### src/rtl/strap_pkg.sv
package strap_pkg;

  typedef struct packed {
    logic       mode;
    logic [1:0] fs;
    logic [1:0] mult;
  } strap_t;

  localparam int STRAP_W = $bits(strap_t);

  localparam logic [2:0] IREF_BASE = 3'd4;

endpackage

### src/rtl/strap_latch.sv
module strap_latch #(
  parameter int W          = 5,
  parameter int RST_STAGES = 2
) (
  input  logic         clk,
  input  logic         rst_n,
  input  logic [W-1:0] pins,
  output logic [W-1:0] straps,
  output logic         live,
  output logic         oe
);

  logic [RST_STAGES-1:0] rsync_q, rsync_d;
  logic [W-1:0]          strap_q, strap_d;
  logic                  oe_q, oe_d;

  always_comb begin
    rsync_d = {rsync_q[RST_STAGES-2:0], 1'b1};
    strap_d = live ? strap_q : pins;
    oe_d    = live;
  end

  // Reset asserts at once and releases on a clock edge.
  always_ff @(posedge clk or negedge rst_n) begin
    if (!rst_n) begin
      rsync_q <= '0;
      oe_q    <= 1'b0;
    end else begin
      rsync_q <= rsync_d;
      oe_q    <= oe_d;
    end
  end

  // The strap register has no reset: it samples during reset and then holds.
  always_ff @(posedge clk) begin
    strap_q <= strap_d;
  end

  assign live   = rsync_q[RST_STAGES-1];
  assign straps = strap_q;
  assign oe     = oe_q;

endmodule

### src/rtl/mref_gen.sv
module mref_gen (
  input  logic clk,
  input  logic rst_n,
  input  logic run,
  input  logic cpu_ph,
  output logic mref
);

  logic ph_q, mref_q, mref_d;
  logic rise;

  always_comb begin
    rise   = cpu_ph & ~ph_q;
    mref_d = (run && rise) ? ~mref_q : mref_q;
  end

  always_ff @(posedge clk or negedge rst_n) begin
    if (!rst_n) begin
      ph_q   <= 1'b0;
      mref_q <= 1'b0;
    end else begin
      ph_q   <= cpu_ph;
      mref_q <= mref_d;
    end
  end

  assign mref = mref_q;

endmodule

### src/rtl/stop_gate.sv
module stop_gate #(
  parameter int SYNC_STAGES = 2
) (
  input  logic clk,
  input  logic rst_n,
  input  logic live,
  input  logic use_stop,
  input  logic stop_pin_n,
  input  logic ph,
  output logic en
);

  logic [SYNC_STAGES-1:0] sync_q, sync_d;
  logic                   lvl;
  logic                   en_q, en_d;

  always_comb begin
    lvl    = use_stop ? stop_pin_n : 1'b1;
    sync_d = {sync_q[SYNC_STAGES-2:0], lvl};
    if (!live)
      en_d = 1'b0;
    else if (!ph)
      en_d = sync_q[SYNC_STAGES-1];
    else
      en_d = en_q;
  end

  always_ff @(posedge clk or negedge rst_n) begin
    if (!rst_n) begin
      sync_q <= '1;
      en_q   <= 1'b0;
    end else begin
      sync_q <= sync_d;
      en_q   <= en_d;
    end
  end

  assign en = en_q;

endmodule

### src/rtl/strap_pin_ctrl.sv
module strap_pin_ctrl
  import strap_pkg::*;
#(
  parameter int NUM_PCI     = 7,
  parameter int SYNC_STAGES = 2
) (
  input  logic               clk,
  input  logic               rst_n,
  input  logic [1:0]         strap_mult_pin,
  input  logic [1:0]         strap_fs_pin,
  input  logic               strap_mode_pin,
  input  logic               shr_a_i,
  input  logic               shr_b_i,
  input  logic               cpu_ph,
  input  logic               pci_ph,
  output logic [4:0]         strap_oe,
  output logic [1:0]         mult_code,
  output logic [2:0]         iref_mult,
  output logic [1:0]         fs_code,
  output logic               mode_mref,
  output logic               shr_a_o,
  output logic               shr_a_oe,
  output logic               shr_b_o,
  output logic               shr_b_oe,
  output logic               cpu_en,
  output logic [NUM_PCI-1:0] pci_en,
  output logic               pci_free_en
);

  strap_t pin_v, strap_v;
  logic   live, oe, mref, pci_gate;

  assign pin_v = '{mode: strap_mode_pin, fs: strap_fs_pin, mult: strap_mult_pin};

  strap_latch #(.W(STRAP_W), .RST_STAGES(2)) u_latch (
    .clk    (clk),
    .rst_n  (rst_n),
    .pins   (pin_v),
    .straps (strap_v),
    .live   (live),
    .oe     (oe)
  );

  mref_gen u_mref (
    .clk    (clk),
    .rst_n  (rst_n),
    .run    (live & strap_v.mode),
    .cpu_ph (cpu_ph),
    .mref   (mref)
  );

  stop_gate #(.SYNC_STAGES(SYNC_STAGES)) u_cpu_gate (
    .clk        (clk),
    .rst_n      (rst_n),
    .live       (live),
    .use_stop   (~strap_v.mode),
    .stop_pin_n (shr_a_i),
    .ph         (cpu_ph),
    .en         (cpu_en)
  );

  stop_gate #(.SYNC_STAGES(SYNC_STAGES)) u_pci_gate (
    .clk        (clk),
    .rst_n      (rst_n),
    .live       (live),
    .use_stop   (~strap_v.mode),
    .stop_pin_n (shr_b_i),
    .ph         (pci_ph),
    .en         (pci_gate)
  );

  for (genvar g = 0; g < NUM_PCI; g++) begin : g_pci
    assign pci_en[g] = pci_gate;
  end

  assign strap_oe    = {STRAP_W{oe}};
  assign mult_code   = strap_v.mult;
  assign iref_mult   = IREF_BASE + {1'b0, strap_v.mult};
  assign fs_code     = strap_v.fs;
  assign mode_mref   = strap_v.mode;
  assign shr_a_oe    = oe & strap_v.mode;
  assign shr_b_oe    = oe & strap_v.mode;
  assign shr_a_o     = mref;
  assign shr_b_o     = ~mref;
  assign pci_free_en = oe;

endmodule

### config.mk
export PLATFORM = sky130hd
export DESIGN_NAME = strap_pin_ctrl
export DESIGN_NICKNAME = d
export VERILOG_FILES = /design/src/rtl/strap_pkg.sv /design/src/rtl/strap_latch.sv /design/src/rtl/mref_gen.sv /design/src/rtl/stop_gate.sv /design/src/rtl/strap_pin_ctrl.sv
export SDC_FILE = /design/constraint.sdc
export NUM_CORES = 1
export LEC_CHECK = 0
export BUFFER_PORTS_ARGS = -buffer_cell sky130_fd_sc_hd__buf_2
export CELL_PAD_IN_SITES_DETAIL_PLACEMENT = 1
export CELL_PAD_IN_SITES_GLOBAL_PLACEMENT = 2
export CORE_MARGIN = 3
export CORE_UTILIZATION = 22
export DETAILED_ROUTE_END_ITERATION = 8
export GPL_TIMING_DRIVEN = 0
export PLACE_DENSITY_LB_ADDON = 0.12
export SKIP_CTS_REPAIR_TIMING = 1
export SLEW_MARGIN = 30
export SYNTH_ARGS = -nofsm -noshare
export SYNTH_HDL_FRONTEND = slang
export SYNTH_SLANG_ARGS = --single-unit
export TNS_END_PERCENT = 1
### constraint.sdc
create_clock -name clk -period 0.8 [get_ports clk]
set_input_delay 0.16 -clock clk [delete_from_list [all_inputs] [get_ports clk]]
set_output_delay 0.16 -clock clk [all_outputs]
set_load 0.02 [all_outputs]
==> results.md, run 1 <==
* Post-Synth XOR/XNOR Area at 1.40%
* VDD IR-drop max at 1280 µV
* Simple logic cell fraction of the synthesized area at 5.79%
* # H-tree levels at 1
* Maximum clock insertion buffer count at 2
* Synth Register Bits at 16
* DIE WIDTH at 59.4 µm
* Port bufs at 35
* Gate power share at 27.9%
* Critical path class: reg -> out
* Ports at 37
* Critical path data required time at 0.64 ns
* Root Buffer: clkbuf_4
* Layout cells sized above 1 at 75.6%
* Number of global-route vias before repair at 385
* Final WL at 1.17 mm
* Cell row count at 18
* Commonest non-fill, non-tap cell in the layout: buf_4
* Area of the multi-input gates at 78.8 µm²
* Drt pass-1 iters at 4
* CP arrival at 1.12 ns
* GRT Util Overall at 6.95%
* Mapped Area at 627 µm²
* Mux cell area share after synthesis at 3.19%
* DRC at 0
* Initial antenna violation count at 0
* Pre-CTS WS at -0.261 ns
* Grt total ovfl at 0
* Lkg Pwr at 0.491 nW
* Clock buffers created by TritonCTS at 3
* Post-synthesis compound-gate area fraction at 0%
* Area Overhead vs Synth at 56.3%
* Synthesis warning total at 0
* DR iter-0 viols at 5
* Largest family of logic cells by synthesized area: buffers and inverters
* Die height at 59.4 µm
* Maxcap violations at 0
* FMAX at 0.780 GHz
* Post-synthesis cell type count at 12
* HPWL Detailed at 942 µm
* Final setup fails at 33
* Min Clock Period, post-route at 1.28 ns
* Switching pwr at 0.000549 W
* Clk sinks at 16
* Min-delay worst type: in -> reg
* Initial Util at 24.2%
* Number of vias per cell at 3.66
* Largest delay share family, worst path: flip-flops
* Reg power frac at 50.3%
* Worst Slack Setup Final at -0.482 ns
* Seq/Total Area, Yosys at 68.7%
* CTS tree: done
* Core area at 2590 µm²
* Int Pwr at 0.00139 W
* DR vias at 424
* Worst path bufs/invs at 2
* CP dominant cell by count: buf_6
* Inst Count DP at 110
* Post-Syn Area per Cell at 14.2 µm²
* Worst skew pair latency at 0.28 ns
* Fill cells at 291
* Largest stage delay, worst path at 0.45 ns
* Clock slew at reported path FFs at 0.09 ns
* GP Congestion at 0.633
* Crit end category: output pin
* Clock power share at 21.7%
* N_diodes at 0
* Clock skew at 0.00443 ns
* Unrepaired setup endpoints after global routing: true
* Largest net degree at the start of global routing at 12
* Startpoint types: flop
* Worst Hold Margin at 0.0306 ns
* Sw Share at 28.3%
* Crit path max fanout at 7
* DRT antenna net count at 0
* CP cell instances: and2_4, buf_6, buf_6
* Post-Place Cell Area at 850 µm²
* Status: finished, violations left
* Failing checks: setup timing
* Final Hold Vio Count at 0
* Fin nets at 98
* Die area at 3530 µm²
* Post-Layout Cell Count at 116
* Slowest-stage cell, CP: dfrtp_2
* Cell area after layout at 980 µm²
* FF/Latch Area at 433 µm²
* Cells after synthesis at 44
* Adder-Cell Fraction of Synth Area at 0%
* Final Max Slew Viols at 0
* Most frequent cells in the layout: buf_4, buf_2, buf_6
* Global-route wire length before repair at 1.75 mm
* Setup_tns at -8.20 ns
* Pwr dens at 1980 nW/µm²
* Crit share post-route at 160%
* Drt wl/cell at 10.1 µm
[power groups by stage]
stage / combinational [W] / clock, W / sequential (W)
2_1_floorplan: 0.000231 / 0 / 0.00104
3_3_place_gp: 0.000448 / 0 / 0.000988
3_5_place_dp: 0.000450 / 0 / 0.000993
4_1_cts: 0.000451 / 0.000445 / 0.000976
5_1_grt: 0.000574 / 0.000480 / 0.000988
6_report: 0.000541 / 0.000421 / 0.000975
[layer usage]
| layer | share of wire (%) | up-vias | wire length (µm) | GRT usage, % |
|---|---|---|---|---|
| li1 | - | 205 | - | - |
| met1 | 39 | 198 | 456 | 8.08 |
| met2 | 51 | 21 | 604 | 10.9 |
| met3 | 9.6 | 0 | 113 | 3.92 |
| met4 | 0 | 0 | 0 | 1.94 |
| met5 | 0 | - | 0 | 0 |
[area by class of cell]
type	count	share of cell area, %
Inverter	2	1.02
Multi-Input combinational cell	11	8.05
Buffer	16	13.0
Clock buffer	4	2.68
Tap cell	30	3.83
Sequential cell	16	44.2
Timing Repair Buffer	37	27.2
[Yosys cell counts, drive strengths merged]
library cell,n,area (µm²)
and2,1,7.51
buf,16,120
conb,1,3.75
dfrtp,7,175
dfstp,4,105
edfxtp,5,150
inv,2,7.51
mux2i,2,20.0
nand4b,1,8.76
nor2,2,7.51
or2,2,12.5
xnor2,1,8.76
[cell families after synthesis]
| kind of cell | after synthesis |
|---|---|
| and+or+nand+nor | 6 |
| DFF | 16 |
| muxes | 2 |
| buffers and inverters | 18 |
| other | 1 |
| xor gates and xnor gates | 1 |
[worst reg2reg max path: stages, from the launching register on]
cell and delay, ns:
edfxtp_1 0.37, buf_6 0.12, nand4b_1 0.10, xnor2_1 0.14
[path summary, 6_finish.rpt]
kind | from | end | slack, ns | cells after the start
worst min-delay path | cpu_ph | u_mref.ph_q | 0.03 | 1
max in group asynchronous | rst_n | u_cpu_gate.sync_q[0] | 0.28 | 2
worst max-delay path | u_latch.oe | shr_b_oe | -0.48 | 3
min in group asynchronous | rst_n | u_pci_gate.en | 0.26 | 2
worst max register to register | u_latch.straps[4] | u_mref.mref | -0.04 | 3
worst min register to register | u_pci_gate.sync_q[0] | u_pci_gate.sync_q[1] | 0.36 | 0
[per-stage QoR]
stage / power, W / util [%]
after floorplan: 0.00127 / -
after global placement: 0.00144 / 32.8
after detailed placement: 0.00144 / 32.8
after CTS: 0.00187 / 33.8
after global routing: 0.00204 / 37.8
final: 0.00194 / 37.8
[flip-flops by register name, indices dropped and copies added, names as in the netlist]
name,cells
u_mref.ph_q,1
u_cpu_gate.en,1
u_pci_gate.en,1
u_latch.straps,5
u_pci_gate.sync_q,2
u_latch.rsync_q,2
u_latch.oe,1
u_cpu_gate.sync_q,2
u_mref.mref,1
Power figures use the tool's default switching activity.
==> run 2, diff against run 1 <==
- RECOVER_POWER: not set -> 25
- REMOVE_ABC_BUFFERS: not set -> 1
==> results.md, run 2 (synthesis results as in run 1) <==
* Clock skew at 0.00819 ns
* Unrepaired setup endpoints after global routing: true
* Clock buffers created by TritonCTS at 3
* Area of the multi-input gates at 73.8 µm²
* CTS tree: done
* Int Pwr at 0.00129 W
* Largest delay share family, worst path: flip-flops
* Grt total ovfl at 0
* Gate power share at 23.2%
* Layout cells sized above 1 at 67.6%
* Worst Slack Setup Final at -0.427 ns
* VDD IR-drop max at 1060 µV
* Initial antenna violation count at 0
* Min-delay worst type: in -> reg
* Sw Share at 29.2%
* Drt wl/cell at 11.0 µm
* FMAX at 0.815 GHz
* Worst skew pair latency at 0.28 ns
* FF/Latch Area at 432 µm²
* Fill cells at 293
* Number of global-route vias before repair at 358
* CP arrival at 1.07 ns
* DRT antenna net count at 0
* Cell area after layout at 785 µm²
* Largest register FFs at 5
* Switching pwr at 0.000531 W
* Number of vias per cell at 3.76
* Root Buffer: clkbuf_4
* Ports at 37
* Post-Place Cell Area at 723 µm²
* DRC at 0
* Most frequent cells in the layout: buf_2, dfrtp_1, edfxtp_1
* Total power at 0.00182 W
* Area Overhead vs Synth at 25.1%
* # H-tree levels at 1
* Clk sinks at 16
* Final core utilization at 30.3%
* Fin nets at 83
* Die height at 59.4 µm
* DIE WIDTH at 59.4 µm
* Clock power share at 23.4%
* Core area at 2590 µm²
* Critical path data required time at 0.64 ns
* Drt pass-1 iters at 1
* Global-route wire length before repair at 1.73 mm
* Slowest-stage cell, CP: edfxtp_1
* CP cell instances: and2_4, buf_2
* Lkg Pwr at 0.393 nW
* Port bufs at 35
* Worst path bufs/invs at 1
* N_diodes at 0
* HPWL Detailed at 872 µm
* Largest stage delay, worst path at 0.46 ns
* Clock slew at reported path FFs at 0.09 ns
* GRT Util Overall at 6.89%
* Cell row count at 18
* Largest net degree at the start of global routing at 12
* Pwr dens at 2320 nW/µm²
* Crit path max fanout at 4
* DR vias at 380
* DR iter-0 viols at 0
* Crit share post-route at 153%
* GP Congestion at 0.609
* Final setup fails at 33
* Final WL at 1.11 mm
* Final Hold Vio Count at 0
* Failing checks: setup timing
* Status: finished, violations left
* Critical path class: reg -> out
* Commonest non-fill, non-tap cell in the layout: buf_2
* Startpoint types: flop
* Final Max Slew Viols at 0
* Initial Util at 24.2%
* Maximum clock insertion buffer count at 2
* Die area at 3530 µm²
* Maxcap violations at 0
* Crit end category: output pin
* Reg power frac at 53.4%
* Min Clock Period, post-route at 1.23 ns
[run 2: changes by cell type in the layout (fill, tap and decap cells not counted), sizes merged]
cell	before	now
buf	52	36
clkbuf	4	5
[run 2: area by class of cell]
cell class	instances	share of cell area, %
repair buffers	38	26.2
well taps	30	4.78
inverters	2	1.28
multi-input cells	11	9.41
flip-flops and latches	16	55.0
clock buffers	4	3.35
[run 2: final timing paths]
path / startpoint / end / slack (ns) / depth (start not counted)
min in group asynchronous: rst_n / u_pci_gate.en / 0.27 / 2
hold / removal: strap_mode_pin / u_latch.straps[4] / 0.05 / 1
hold reg to reg: u_pci_gate.sync_q[0] / u_pci_gate.sync_q[1] / 0.35 / 0
setup reg to reg: u_latch.straps[4] / u_cpu_gate.sync_q[0] / -0.19 / 2
max in group asynchronous: rst_n / u_cpu_gate.sync_q[0] / 0.26 / 2
setup / recovery: u_latch.straps[4] / shr_b_oe / -0.43 / 2
[run 2: power by group through the flow]
stage	sequential, W	clock (W)	combinational, W
finish	0.000970	0.000426	0.000422
global route	0.000980	0.000506	0.000448
CTS	0.000972	0.000458	0.000380
detailed placement	0.000988	0	0.000379
global placement	0.000984	0	0.000377
floorplan	0.00110	0	0.0000993
[run 2: per-stage QoR]
stage                     std cells  worst slack (ns)  hold WS (ns)  setup TNS, ns
after CTS                        98            -0.521        -0.278          -8.18
after floorplan                  29            -0.795        -0.136          -8.41
final                           101            -0.427        0.0474          -6.70
after global placement           94            -0.178        0.0400          -1.23
after global routing            101            -0.489        0.0165          -8.72
after detailed placement         94            -0.189        0.0419          -1.39
[run 2: metal layers]
layer,wire (µm),GRT usage (%),vias to the layer above
met5,0,0,-
met4,0,3.88,0
met3,142,3.05,0
met2,505,10.8,29
met1,461,7.77,177
li1,-,-,174
